$ cat src/rtl/gpio_edge_pkg.sv
package gpio_edge_pkg;

    localparam int ADDR_W = 8;

    localparam logic [ADDR_W-1:0] OFS_BANK_EN  = 8'h08;
    localparam logic [ADDR_W-1:0] OFS_RISE_SET = 8'h10;
    localparam logic [ADDR_W-1:0] OFS_RISE_CLR = 8'h14;
    localparam logic [ADDR_W-1:0] OFS_FALL_SET = 8'h18;
    localparam logic [ADDR_W-1:0] OFS_FALL_CLR = 8'h1C;
    localparam logic [ADDR_W-1:0] OFS_STATUS   = 8'h20;

    typedef enum logic [2:0] {
        SEL_NONE,
        SEL_BANK_EN,
        SEL_RISE_SET,
        SEL_RISE_CLR,
        SEL_FALL_SET,
        SEL_FALL_CLR,
        SEL_STATUS
    } reg_sel_e;

    function automatic reg_sel_e decode_addr(logic [ADDR_W-1:0] a);
        reg_sel_e s;
        case (a)
            OFS_BANK_EN:  s = SEL_BANK_EN;
            OFS_RISE_SET: s = SEL_RISE_SET;
            OFS_RISE_CLR: s = SEL_RISE_CLR;
            OFS_FALL_SET: s = SEL_FALL_SET;
            OFS_FALL_CLR: s = SEL_FALL_CLR;
            OFS_STATUS:   s = SEL_STATUS;
            default:      s = SEL_NONE;
        endcase
        return s;
    endfunction

endpackage

$ cat src/rtl/gei_edge_detect.sv
module gei_edge_detect #(
    parameter int NUM_PINS = 32
) (
    input  logic                clk,
    input  logic                rst_n,
    input  logic [NUM_PINS-1:0] pin_i,
    input  logic [NUM_PINS-1:0] rise_en_i,
    input  logic [NUM_PINS-1:0] fall_en_i,
    output logic [NUM_PINS-1:0] hit_o
);

    typedef struct packed {
        logic [NUM_PINS-1:0] prev;
    } det_state_t;

    det_state_t state_d, state_q;
    logic [NUM_PINS-1:0] went_up, went_down;

    always_comb begin
        state_d      = state_q;
        state_d.prev = pin_i;
        went_up      = pin_i & ~state_q.prev;
        went_down    = ~pin_i & state_q.prev;
        hit_o        = (went_up & rise_en_i) | (went_down & fall_en_i);
    end

    always_ff @(posedge clk or negedge rst_n) begin
        if (!rst_n) state_q <= '0;
        else        state_q <= state_d;
    end


    disabled_pin_quiet_chk: assert property (@(posedge clk) disable iff (!rst_n)
        ((rise_en_i | fall_en_i) == '0) |-> (hit_o == '0));

endmodule

$ cat src/rtl/gei_enable_regs.sv
module gei_enable_regs #(
    parameter int NUM_PINS = 32
) (
    input  logic                clk,
    input  logic                rst_n,
    input  logic                set_we_i,
    input  logic                clr_we_i,
    input  logic [NUM_PINS-1:0] wdata_i,
    output logic [NUM_PINS-1:0] mask_o
);

    typedef struct packed {
        logic [NUM_PINS-1:0] mask;
    } en_state_t;

    en_state_t state_d, state_q;

    always_comb begin
        state_d = state_q;
        if (set_we_i) state_d.mask = state_q.mask | wdata_i;
        if (clr_we_i) state_d.mask = state_d.mask & ~wdata_i;
    end

    always_ff @(posedge clk or negedge rst_n) begin
        if (!rst_n) state_q <= '0;
        else        state_q <= state_d;
    end

    assign mask_o = state_q.mask;


    set_bits_on_chk: assert property (@(posedge clk) disable iff (!rst_n)
        (set_we_i && !clr_we_i) |=> ((mask_o & $past(wdata_i)) == $past(wdata_i)));


    clr_bits_off_chk: assert property (@(posedge clk) disable iff (!rst_n)
        clr_we_i |=> ((mask_o & $past(wdata_i)) == '0));


    idle_mask_stable_chk: assert property (@(posedge clk) disable iff (!rst_n)
        (!set_we_i && !clr_we_i) |=> $stable(mask_o));

endmodule

$ cat src/rtl/gei_status_latch.sv
module gei_status_latch #(
    parameter int NUM_PINS = 32
) (
    input  logic                clk,
    input  logic                rst_n,
    input  logic [NUM_PINS-1:0] hit_i,
    input  logic                ack_we_i,
    input  logic [NUM_PINS-1:0] wdata_i,
    output logic [NUM_PINS-1:0] status_o
);

    typedef struct packed {
        logic [NUM_PINS-1:0] pend;
    } st_state_t;

    st_state_t state_d, state_q;
    logic [NUM_PINS-1:0] ack_mask;

    always_comb begin
        state_d      = state_q;
        ack_mask     = ack_we_i ? wdata_i : '0;
        state_d.pend = (state_q.pend & ~ack_mask) | hit_i;
    end

    always_ff @(posedge clk or negedge rst_n) begin
        if (!rst_n) state_q <= '0;
        else        state_q <= state_d;
    end

    assign status_o = state_q.pend;


    new_hit_wins_chk: assert property (@(posedge clk) disable iff (!rst_n)
        (hit_i != '0) |=> ((status_o & $past(hit_i)) == $past(hit_i)));


    pending_sticky_chk: assert property (@(posedge clk) disable iff (!rst_n)
        !ack_we_i |=> ((status_o & $past(status_o)) == $past(status_o)));

endmodule

$ cat src/rtl/gei_bank_gate.sv
module gei_bank_gate #(
    parameter int NUM_PINS  = 32,
    parameter int BANK_PINS = 16
) (
    input  logic                               clk,
    input  logic                               rst_n,
    input  logic [NUM_PINS-1:0]                status_i,
    input  logic [(NUM_PINS/BANK_PINS)-1:0]    bank_en_i,
    output logic [(NUM_PINS/BANK_PINS)-1:0]    irq_o
);

    localparam int NUM_BANKS = NUM_PINS / BANK_PINS;

    for (genvar b = 0; b < NUM_BANKS; b++) begin : g_bank
        logic any_pend;
        always_comb begin
            any_pend  = |status_i[b*BANK_PINS +: BANK_PINS];
            irq_o[b]  = any_pend & bank_en_i[b];
        end


        gate_off_quiet_chk: assert property (@(posedge clk) disable iff (!rst_n)
            !bank_en_i[b] |-> !irq_o[b]);


        line_needs_pending_chk: assert property (@(posedge clk) disable iff (!rst_n)
            irq_o[b] |-> (status_i[b*BANK_PINS +: BANK_PINS] != '0));
    end

endmodule

$ cat src/rtl/gpio_edge_irq.sv
module gpio_edge_irq
    import gpio_edge_pkg::*;
#(
    parameter int NUM_PINS  = 32,
    parameter int BANK_PINS = 16
) (
    input  logic                 clk,
    input  logic                 rst_n,
    input  logic [31:0]          pin_i,
    input  logic                 reg_we_i,
    input  logic [7:0]           reg_addr_i,
    input  logic [31:0]          reg_wdata_i,
    output logic [31:0]          reg_rdata_o,
    output logic [1:0]           bank_irq_o
);

    localparam int NUM_BANKS = NUM_PINS / BANK_PINS;

    typedef struct packed {
        logic [NUM_BANKS-1:0] bank_en;
    } top_state_t;

    top_state_t state_d, state_q;
    reg_sel_e   sel;

    logic [NUM_PINS-1:0] rise_mask, fall_mask, hits, pend;
    logic rise_set_we, rise_clr_we, fall_set_we, fall_clr_we, ack_we;

    always_comb begin
        sel         = decode_addr(reg_addr_i);
        rise_set_we = reg_we_i && (sel == SEL_RISE_SET);
        rise_clr_we = reg_we_i && (sel == SEL_RISE_CLR);
        fall_set_we = reg_we_i && (sel == SEL_FALL_SET);
        fall_clr_we = reg_we_i && (sel == SEL_FALL_CLR);
        ack_we      = reg_we_i && (sel == SEL_STATUS);

        state_d = state_q;
        if (reg_we_i && (sel == SEL_BANK_EN))
            state_d.bank_en = reg_wdata_i[NUM_BANKS-1:0];

        reg_rdata_o = '0;
        case (sel)
            SEL_BANK_EN:                reg_rdata_o[NUM_BANKS-1:0] = state_q.bank_en;
            SEL_RISE_SET, SEL_RISE_CLR: reg_rdata_o = rise_mask;
            SEL_FALL_SET, SEL_FALL_CLR: reg_rdata_o = fall_mask;
            SEL_STATUS:                 reg_rdata_o = pend;
            default:                    reg_rdata_o = '0;
        endcase
    end

    always_ff @(posedge clk or negedge rst_n) begin
        if (!rst_n) state_q <= '0;
        else        state_q <= state_d;
    end

    gei_enable_regs #(.NUM_PINS(NUM_PINS)) u_rise (
        .clk(clk), .rst_n(rst_n),
        .set_we_i(rise_set_we), .clr_we_i(rise_clr_we),
        .wdata_i(reg_wdata_i), .mask_o(rise_mask)
    );

    gei_enable_regs #(.NUM_PINS(NUM_PINS)) u_fall (
        .clk(clk), .rst_n(rst_n),
        .set_we_i(fall_set_we), .clr_we_i(fall_clr_we),
        .wdata_i(reg_wdata_i), .mask_o(fall_mask)
    );

    gei_edge_detect #(.NUM_PINS(NUM_PINS)) u_det (
        .clk(clk), .rst_n(rst_n), .pin_i(pin_i),
        .rise_en_i(rise_mask), .fall_en_i(fall_mask), .hit_o(hits)
    );

    gei_status_latch #(.NUM_PINS(NUM_PINS)) u_stat (
        .clk(clk), .rst_n(rst_n), .hit_i(hits),
        .ack_we_i(ack_we), .wdata_i(reg_wdata_i), .status_o(pend)
    );

    gei_bank_gate #(.NUM_PINS(NUM_PINS), .BANK_PINS(BANK_PINS)) u_gate (
        .clk(clk), .rst_n(rst_n), .status_i(pend),
        .bank_en_i(state_q.bank_en), .irq_o(bank_irq_o)
    );


    gate_write_keeps_pend_chk: assert property (@(posedge clk) disable iff (!rst_n)
        (reg_we_i && (sel == SEL_BANK_EN) && (hits == '0)) |=> $stable(pend));


    reset_state_chk: assert property (@(posedge clk)
        !rst_n |-> (bank_irq_o == '0 && pend == '0));

endmodule

$ cat config.mk
export PLATFORM = sky130hd
export DESIGN_NAME = gpio_edge_irq
export DESIGN_NICKNAME = d
export VERILOG_FILES = /design/src/rtl/gpio_edge_pkg.sv /design/src/rtl/gei_edge_detect.sv /design/src/rtl/gei_enable_regs.sv /design/src/rtl/gei_status_latch.sv /design/src/rtl/gei_bank_gate.sv /design/src/rtl/gpio_edge_irq.sv
export SDC_FILE = /design/constraint.sdc
export NUM_CORES = 1
export LEC_CHECK = 0
export ABC_AREA = 1
export BUFFER_PORTS_ARGS = -buffer_cell sky130_fd_sc_hd__buf_2
export CORE_MARGIN = 4
export CORE_UTILIZATION = 62
export DETAILED_ROUTE_END_ITERATION = 6
export HOLD_SLACK_MARGIN = 0.12
export PLACE_DENSITY = 0.86
export SETUP_SLACK_MARGIN = 0.1
export SLEW_MARGIN = 10
export SYNTH_ARGS = -nofsm -noshare
export SYNTH_HDL_FRONTEND = slang
export SYNTH_HIERARCHICAL = 1
export SYNTH_SLANG_ARGS = --single-unit
$ cat constraint.sdc
create_clock -name clk -period 2.05 [get_ports clk]
set_clock_uncertainty 0.1 [all_clocks]
set_input_delay 0.1025 -clock clk [delete_from_list [all_inputs] [get_ports clk]]
set_output_delay 0.1025 -clock clk [all_outputs]
set_load 0.05 [all_outputs]
==> qor.csv, run 1 <==
metric,value,unit
Switching Share,23.5,%
Yosys top cell area share,46.9,%
Yosys warning count,6,
static leakage,5.17,nW
DP HPWL,11900,um
gr ovfl total,0,
most frequent CP cell,nor2_1,
Synth area leader,dfrtp_1,
die width,114,um
largest net degree at the start of global routing,39,
Total Wirelength,20700,um
synthesized area,0.00694,sq mm
Power Density,725,mW/mm^2
Port Buffers,108,
first-pass GRT wire length,33500,um
sequential element share of the synthesized area,46.9,%
total die area,0.0130,sq mm
Max Slew Vio Count,0,
"top cells by area, synth","dfrtp_1, nand2_1, inv_1, nand3_1, buf_6",
area growth from synthesis to layout,31.0,%
CTS tree,built,
Setup TNS Final,0,ns
clock sinks,130,
Die Height,114,um
Mapped Nets,1116,
Reg power frac,41.5,%
Worst-path clk slew,0.06,ns
NetSw,0.00155,W
status,"complete, no violations",
DR vias,7200,
Routed Antenna Nets,0,
CP Data Required Time,1.85,ns
final setup fails,0,
Avg Inst Size Synth,6.67,sq um
fill count,671,
crit-path cells,"nor2_1, nand2_1, nor2_1, a21oi_1, buf_2",
Residual DRC,0,
post-layout util,83.5,%
First-pass DRT Iterations,6,
Slowest cell on crit path,dfrtp_1,
Root Buffer,clkbuf_8,
Initial Utilization,63.8,%
Yosys cell types,16,
WL/cell,14.8,um
FF-to-FF setup slack,0.70,ns
Mapped Cells,1041,
FMAX,526,MHz
vias in the first global route,7160,
Starting DRT DRC Count,690,
Max Cap Viol,0,
diodes inserted,0,
Vias/cell,5.15,
CP arrival,1.70,ns
CP max stage delay,0.40,ns
io pins,109,
"flops & latches, synth",130,
CP startpoint kind,register,
unrepaired setup endpoints after global routing,no,
Tmin final,1.90,ns
clock buffer depth,2,
slew margin rel.,76.4,%
Clk network pwr share,48.8,%
type of the worst setup path,reg -> out,
Peak VDD IR,0.698,mV
Internal Power,0.00505,W
CP Max Fanout,3,
Final Cycle Share,92.8,%
share of layout cells above drive strength 1,13.8,%
initial antenna violation count,1,
Slew @ Worst Pin,0.353,ns
Core Box Area,0.0109,sq mm
Hold Path Class,in -> reg,
CTS buffer count,17,
setup bufs post-CTS,0,
worst-skew pair later-pin latency,0.54,ns
Final GP Congestion,0.835,
Tot GR Track Use,33.4,%
final hold violation count,0,
FP Rows,38,
Comb pwr share,9.7,%
H-tree Lvls,4,
Final #Nets,1320,
CP Capture Type,output pin,
## logic make-up (layout without fill, tap and decap cells)
logic type             after synthesis  count (layout)  share of synthesized area, %
AOI/OAI and AO/OA                    4               4                         0.288
and+or+nand+nor                    642             642                          36.9
DFF                                130             130                          46.9
buffers and inverters              265             481                          16.0
## Yosys cell counts
cell type and instances:
buf_4 4, buf_2 8, a21oi_1 2, nor2_2 1
nand3_1 102, inv_1 237, nand2_1 504, dfrtp_1 130
buf_6 12, nand4_1 1, inv_2 4, nand2_4 1
o21ai_0 2, nand2_2 1, nor2_1 31, nor2_4 1
## sequential cells by signal, summed over array words and instances (netlist names)
name / flops
u_det/state_q: 32
u_fall/mask_o: 32
u_rise/mask_o: 32
u_stat/status_o: 32
state_q: 2
## worst paths after layout
path,start,end,cells after the start
min,pin_i[6],u_det/state_q[6],2
min in group asynchronous,rst_n,u_det/state_q[26],4
max in group asynchronous,rst_n,u_det/state_q[7],4
max reg2reg,state_q[0],state_q[0],3
max,u_stat/status_o[16],bank_irq_o[1],5
min reg2reg,u_stat/status_o[1],u_stat/status_o[1],2
## stage by stage
| step | std cells | power [W] | hold slack (ns) | cell area (sq um) | setup WS (ns) |
|---|---|---|---|---|---|
| finish | 1397 | 0.00659 | 0.136 | 9090 | 0.148 |
| global route | 1397 | 0.00682 | 0.133 | 9090 | 0.0865 |
| CTS | 1397 | 0.00660 | 0.121 | 9090 | 0.144 |
| detailed placement | 1284 | 0.00327 | 0.00834 | 7640 | 0.270 |
| global placement | 1284 | 0.00325 | 0.00662 | 7640 | 0.341 |
| floorplan | 1041 | 0.00301 | -0.293 | 6940 | 0.591 |
## layout make-up
cell class	instances	area [sq um]	share of cell area [%]
sequential	130	3250	35.8
timing repair buffer	209	1540	17.0
tap	140	175	1.93
inverter	241	905	9.95
multi-input combinational	646	2600	28.6
clock buffer	20	435	4.79
clock inverter	11	185	2.04
## power groups by stage
stage / registers [W] / clock network, W / logic, W
CTS: 0.00274 / 0.00324 / 0.000621
finish: 0.00274 / 0.00322 / 0.000637
global placement: 0.00278 / 0 / 0.000475
global route: 0.00275 / 0.00336 / 0.000715
detailed placement: 0.00278 / 0 / 0.000490
floorplan: 0.00276 / 0 / 0.000253
## timing repair
item / in CTS / in global routing
endpoints found under the hold margin: 260 / 0
hold buffers: 82 / 0
resized for setup: 0 / 5
endpoints found under the setup margin: 0 / 3
## critical path: cells and delay by family, from the launching register on
kind / cells / cell delay, ns
buffers and inverters: 1 / 0.22
AO/OA/AOI/OAI: 1 / 0.10
flip-flops: 1 / 0.40
AND/OR/NAND/NOR: 3 / 0.45
## metal layers
layer,vias up,track usage [%],wire length (um)
met5,-,0,13
met4,2,17.3,825
met3,86,7.48,1930
li1,3414,-,-
met1,3276,40.1,7570
met2,422,56.3,10300
## placed cells by master (no fill, tap or decap)
cell type	synthesis	layout
clkbuf_1	0	2
nor2_2	1	8
buf_4	4	19
inv_2	4	5
bufinv_16	0	5
nor2_1	31	24
clkinvlp_4	0	2
nand2_4	1	1
nand3_1	102	102
nand2_2	1	1
buf_2	8	106
clkbuf_8	0	2
nand4_1	1	1
inv_1	237	236
clkbuf_16	0	16
dlygate4sd3_1	0	81
nor2_4	1	1
a21oi_1	2	2
o21ai_0	2	2
nand2_1	504	504
dfrtp_1	130	130
clkinv_2	0	4
buf_12	0	3
Note: power is estimated with default switching activity, not from simulation.
==> inputs of run 2 (changes only) <==
Settings changed: SYNTH_HIERARCHICAL 1 to not set.
==> qor.csv, run 2 <==
metric,value,unit,change
Max Slew Vio Count,0,,unchanged
sequential element share of the synthesized area,43.3,%,-3.5 points
Yosys cell types,20,,+4
"top cells by area, synth","dfrtp_1, nand2_1, nand3_1, inv_1, nor2_1",,
most frequent cells in the layout,"nand2_1, nand3_1, inv_1, dfrtp_1, buf_2",,
Mapped Cells,1086,,+4.3%
NetSw,0.00181,W,+17%
total die area,0.0139,sq mm,+7.5%
post-synthesis async set-or-reset flop share,100,%,unchanged
Slew @ Worst Pin,0.492,ns,+0.139 ns
initial antenna violation count,1,,unchanged
Internal Power,0.00482,W,-4.4%
clock buffer depth,2,,unchanged
Area after DPL,0.00823,sq mm,+7.8%
Slowest cell on crit path,dfrtp_1,,
Die Height,118,um,+3.7%
synthesized area,0.00751,sq mm,+8.1%
Power Density,702,mW/mm^2,-3.1%
Final GP Congestion,0.859,,+2.9%
diodes inserted,0,,unchanged
final hold violation count,0,,unchanged
mux contribution to synthesized area,0,%,unchanged
Hold Path Class,in -> reg,,
Port Buffers,108,,unchanged
Post-synth EDFFs,0,,unchanged
Avg Inst Size Synth,6.91,sq um,+3.6%
largest net degree at the start of global routing,51,,+31%
Post-Synth Adder-Cell Area,0,%,unchanged
Vias/cell,5.74,,+11%
Starting DRT DRC Count,871,,+26%
Mapped Nets,1161,,+4.0%
Final Cycle Share,92.5,%,-0.30 points
type of the worst setup path,reg -> out,,
worst hold slack,0.140,ns,+0.00424 ns
final setup fails,0,,unchanged
CP Data Required Time,1.85,ns,about the same
CP arrival,1.69,ns,about the same
Finished Cell Area,0.00944,sq mm,+3.8%
unrepaired setup endpoints after global routing,no,,
First-pass DRT Iterations,6,,unchanged
status,"complete, no violations",,
Root Buffer,clkbuf_16,,
Final #Nets,1335,,+1.1%
fill count,766,,+14%
DR vias,8128,,+13%
Tot GR Track Use,33.4,%,about the same
Synth area leader,dfrtp_1,,
clock sinks,130,,unchanged
dominant cell by count in the synthesized netlist,nand2_1,,
Initial Utilization,64.6,%,+0.86 points
Switching Share,27.3,%,+3.8 points
H-tree Lvls,4,,unchanged
"Buf+Inv Stages, Crit Path",1,,unchanged
CP Max Fanout,3,,unchanged
DP HPWL,14000,um,+18%
Max Cap Viol,0,,unchanged
vias in the first global route,7998,,+12%
"top cells by count, synth","nand2_1, nand3_1, inv_1",,
slew margin rel.,67.2,%,-9.2 points
XOR/XNOR Fraction of Synth Area,0,%,unchanged
FMAX,527,MHz,+0.32%
predominant post-synthesis flop cell,dfrtp_1,,
CP Capture Type,output pin,,
gr ovfl total,0,,unchanged
Synth Area in Compound Gates,3.53,%,+3.2 points
CTS tree,built,,
"flops & latches, synth",130,,unchanged
area growth from synthesis to layout,25.8,%,
Yosys warning count,0,,-6
Reg power frac,46.6,%,+5.1 points
setup bufs post-CTS,0,,unchanged
first-pass GRT wire length,37900,um,+13%
"most common cell after layout, fill and taps aside",nand2_1,,
largest family of logic cells by synthesized area,simple AND/OR/NAND/NOR gates,,
CTS buffer count,17,,unchanged
Routed Antenna Nets,0,,unchanged
crit-path cells,"nor2_1, nand4_1, o21a_1, buf_2",,
Residual DRC,0,,unchanged
die width,118,um,+3.7%
Post-Synth Simple-Gate Area,41.0,%,+4.1 points
Worst-path clk slew,0.05,ns,about the same
Clk network pwr share,41.2,%,-7.6 points
Yosys top cell area share,43.3,%,-3.5 points
"Power, Total",0.00663,W,+0.59%
CP startpoint kind,register,,
io pins,109,,unchanged
Tmin final,1.90,ns,-0.00613 ns
CP top delay family,flip-flops,,
Comb pwr share,12.3,%,+2.6 points
Peak VDD IR,0.648,mV,-7.2%
CP max stage delay,0.40,ns,about the same
Total Wirelength,22400,um,+8.5%
Core Box Area,0.0116,sq mm,+6.7%
share of layout cells above drive strength 1,14.2,%,+0.47 points
worst-skew pair later-pin latency,0.43,ns,-0.11 ns
static leakage,4.83,nW,-6.4%
FP Rows,39,,+2.6%
WL/cell,15.9,um,+7.2%
Setup TNS Final,0,ns,unchanged
-- run 2: worst min-delay path: stages --
cell,delay (ns)
buf_2,0.15
buf_4,0.20
nand3_1,0.09
nand3_1,0.07
-- run 2: metrics by stage --
| stage | setup WS [ns] | utilization [%] | cells |
|---|---|---|---|
| global route | 0.115 | 81.3 | 1415 |
| finish | 0.154 | 81.3 | 1415 |
| CTS | 0.177 | 81.3 | 1415 |
| detailed placement | 0.327 | 70.9 | 1316 |
| floorplan | 0.605 | - | 1086 |
| global placement | 0.321 | 70.9 | 1316 |
-- run 2: routing by layer --
layer | global-route usage, % | share of wire [%] | up-vias
met4 | 16.5 | 3.5 | 2
met5 | 0 | 0.058 | -
met1 | 42.0 | 39 | 3748
met2 | 53.3 | 48 | 497
met3 | 8.94 | 9.8 | 86
li1 | - | - | 3795
-- run 2: area by class of cell --
cell class	instances	area, sq um	share of cell area [%]
repair buffers	203	1500	15.8
flip-flops and latches	130	3250	34.5
clock inverters	6	30.0	0.318
well taps	143	179	1.89
multi-input cells	737	3350	35.5
clock buffers	25	495	5.25
inverters	171	642	6.80
-- run 2: power by group through the flow --
stage	combinational [W]	sequential (W)	clock (W)
floorplan	0.000430	0.00304	0
global placement	0.000667	0.00311	0
detailed placement	0.000697	0.00311	0
CTS	0.000799	0.00307	0.00274
global route	0.000922	0.00311	0.00289
finish	0.000813	0.00309	0.00273
-- run 2: what timing repair did --
action	in CTS	in global routing
hold buffers	68	0
endpoints found under the setup margin	0	1
endpoints found under the hold margin	260	0
resized for setup	0	1
-- run 2: path summary, 6_finish.rpt --
kind                                          start                    endpoint  slack (ns)  depth (start not counted)
worst min-delay path                       reg_we_i                    register        0.14                          4
worst max register to register             register         u_stat.status_o[31]        1.04                          4
worst min register to register  u_stat.status_o[22]         u_stat.status_o[22]        0.40                          2
worst max-delay path             u_stat.status_o[9]               bank_irq_o[0]        0.15                          4
min in group asynchronous                     rst_n  asynchronous set/reset pin        0.64                          3
max in group asynchronous                     rst_n  asynchronous set/reset pin        0.59                          4
-- run 2: logic make-up (layout without fill, tap and decap cells) --
group / count (synthesis) / count (layout)
compound gates: 36 / 36
buf+inv: 219 / 405
flops: 130 / 130
simple gates: 701 / 701
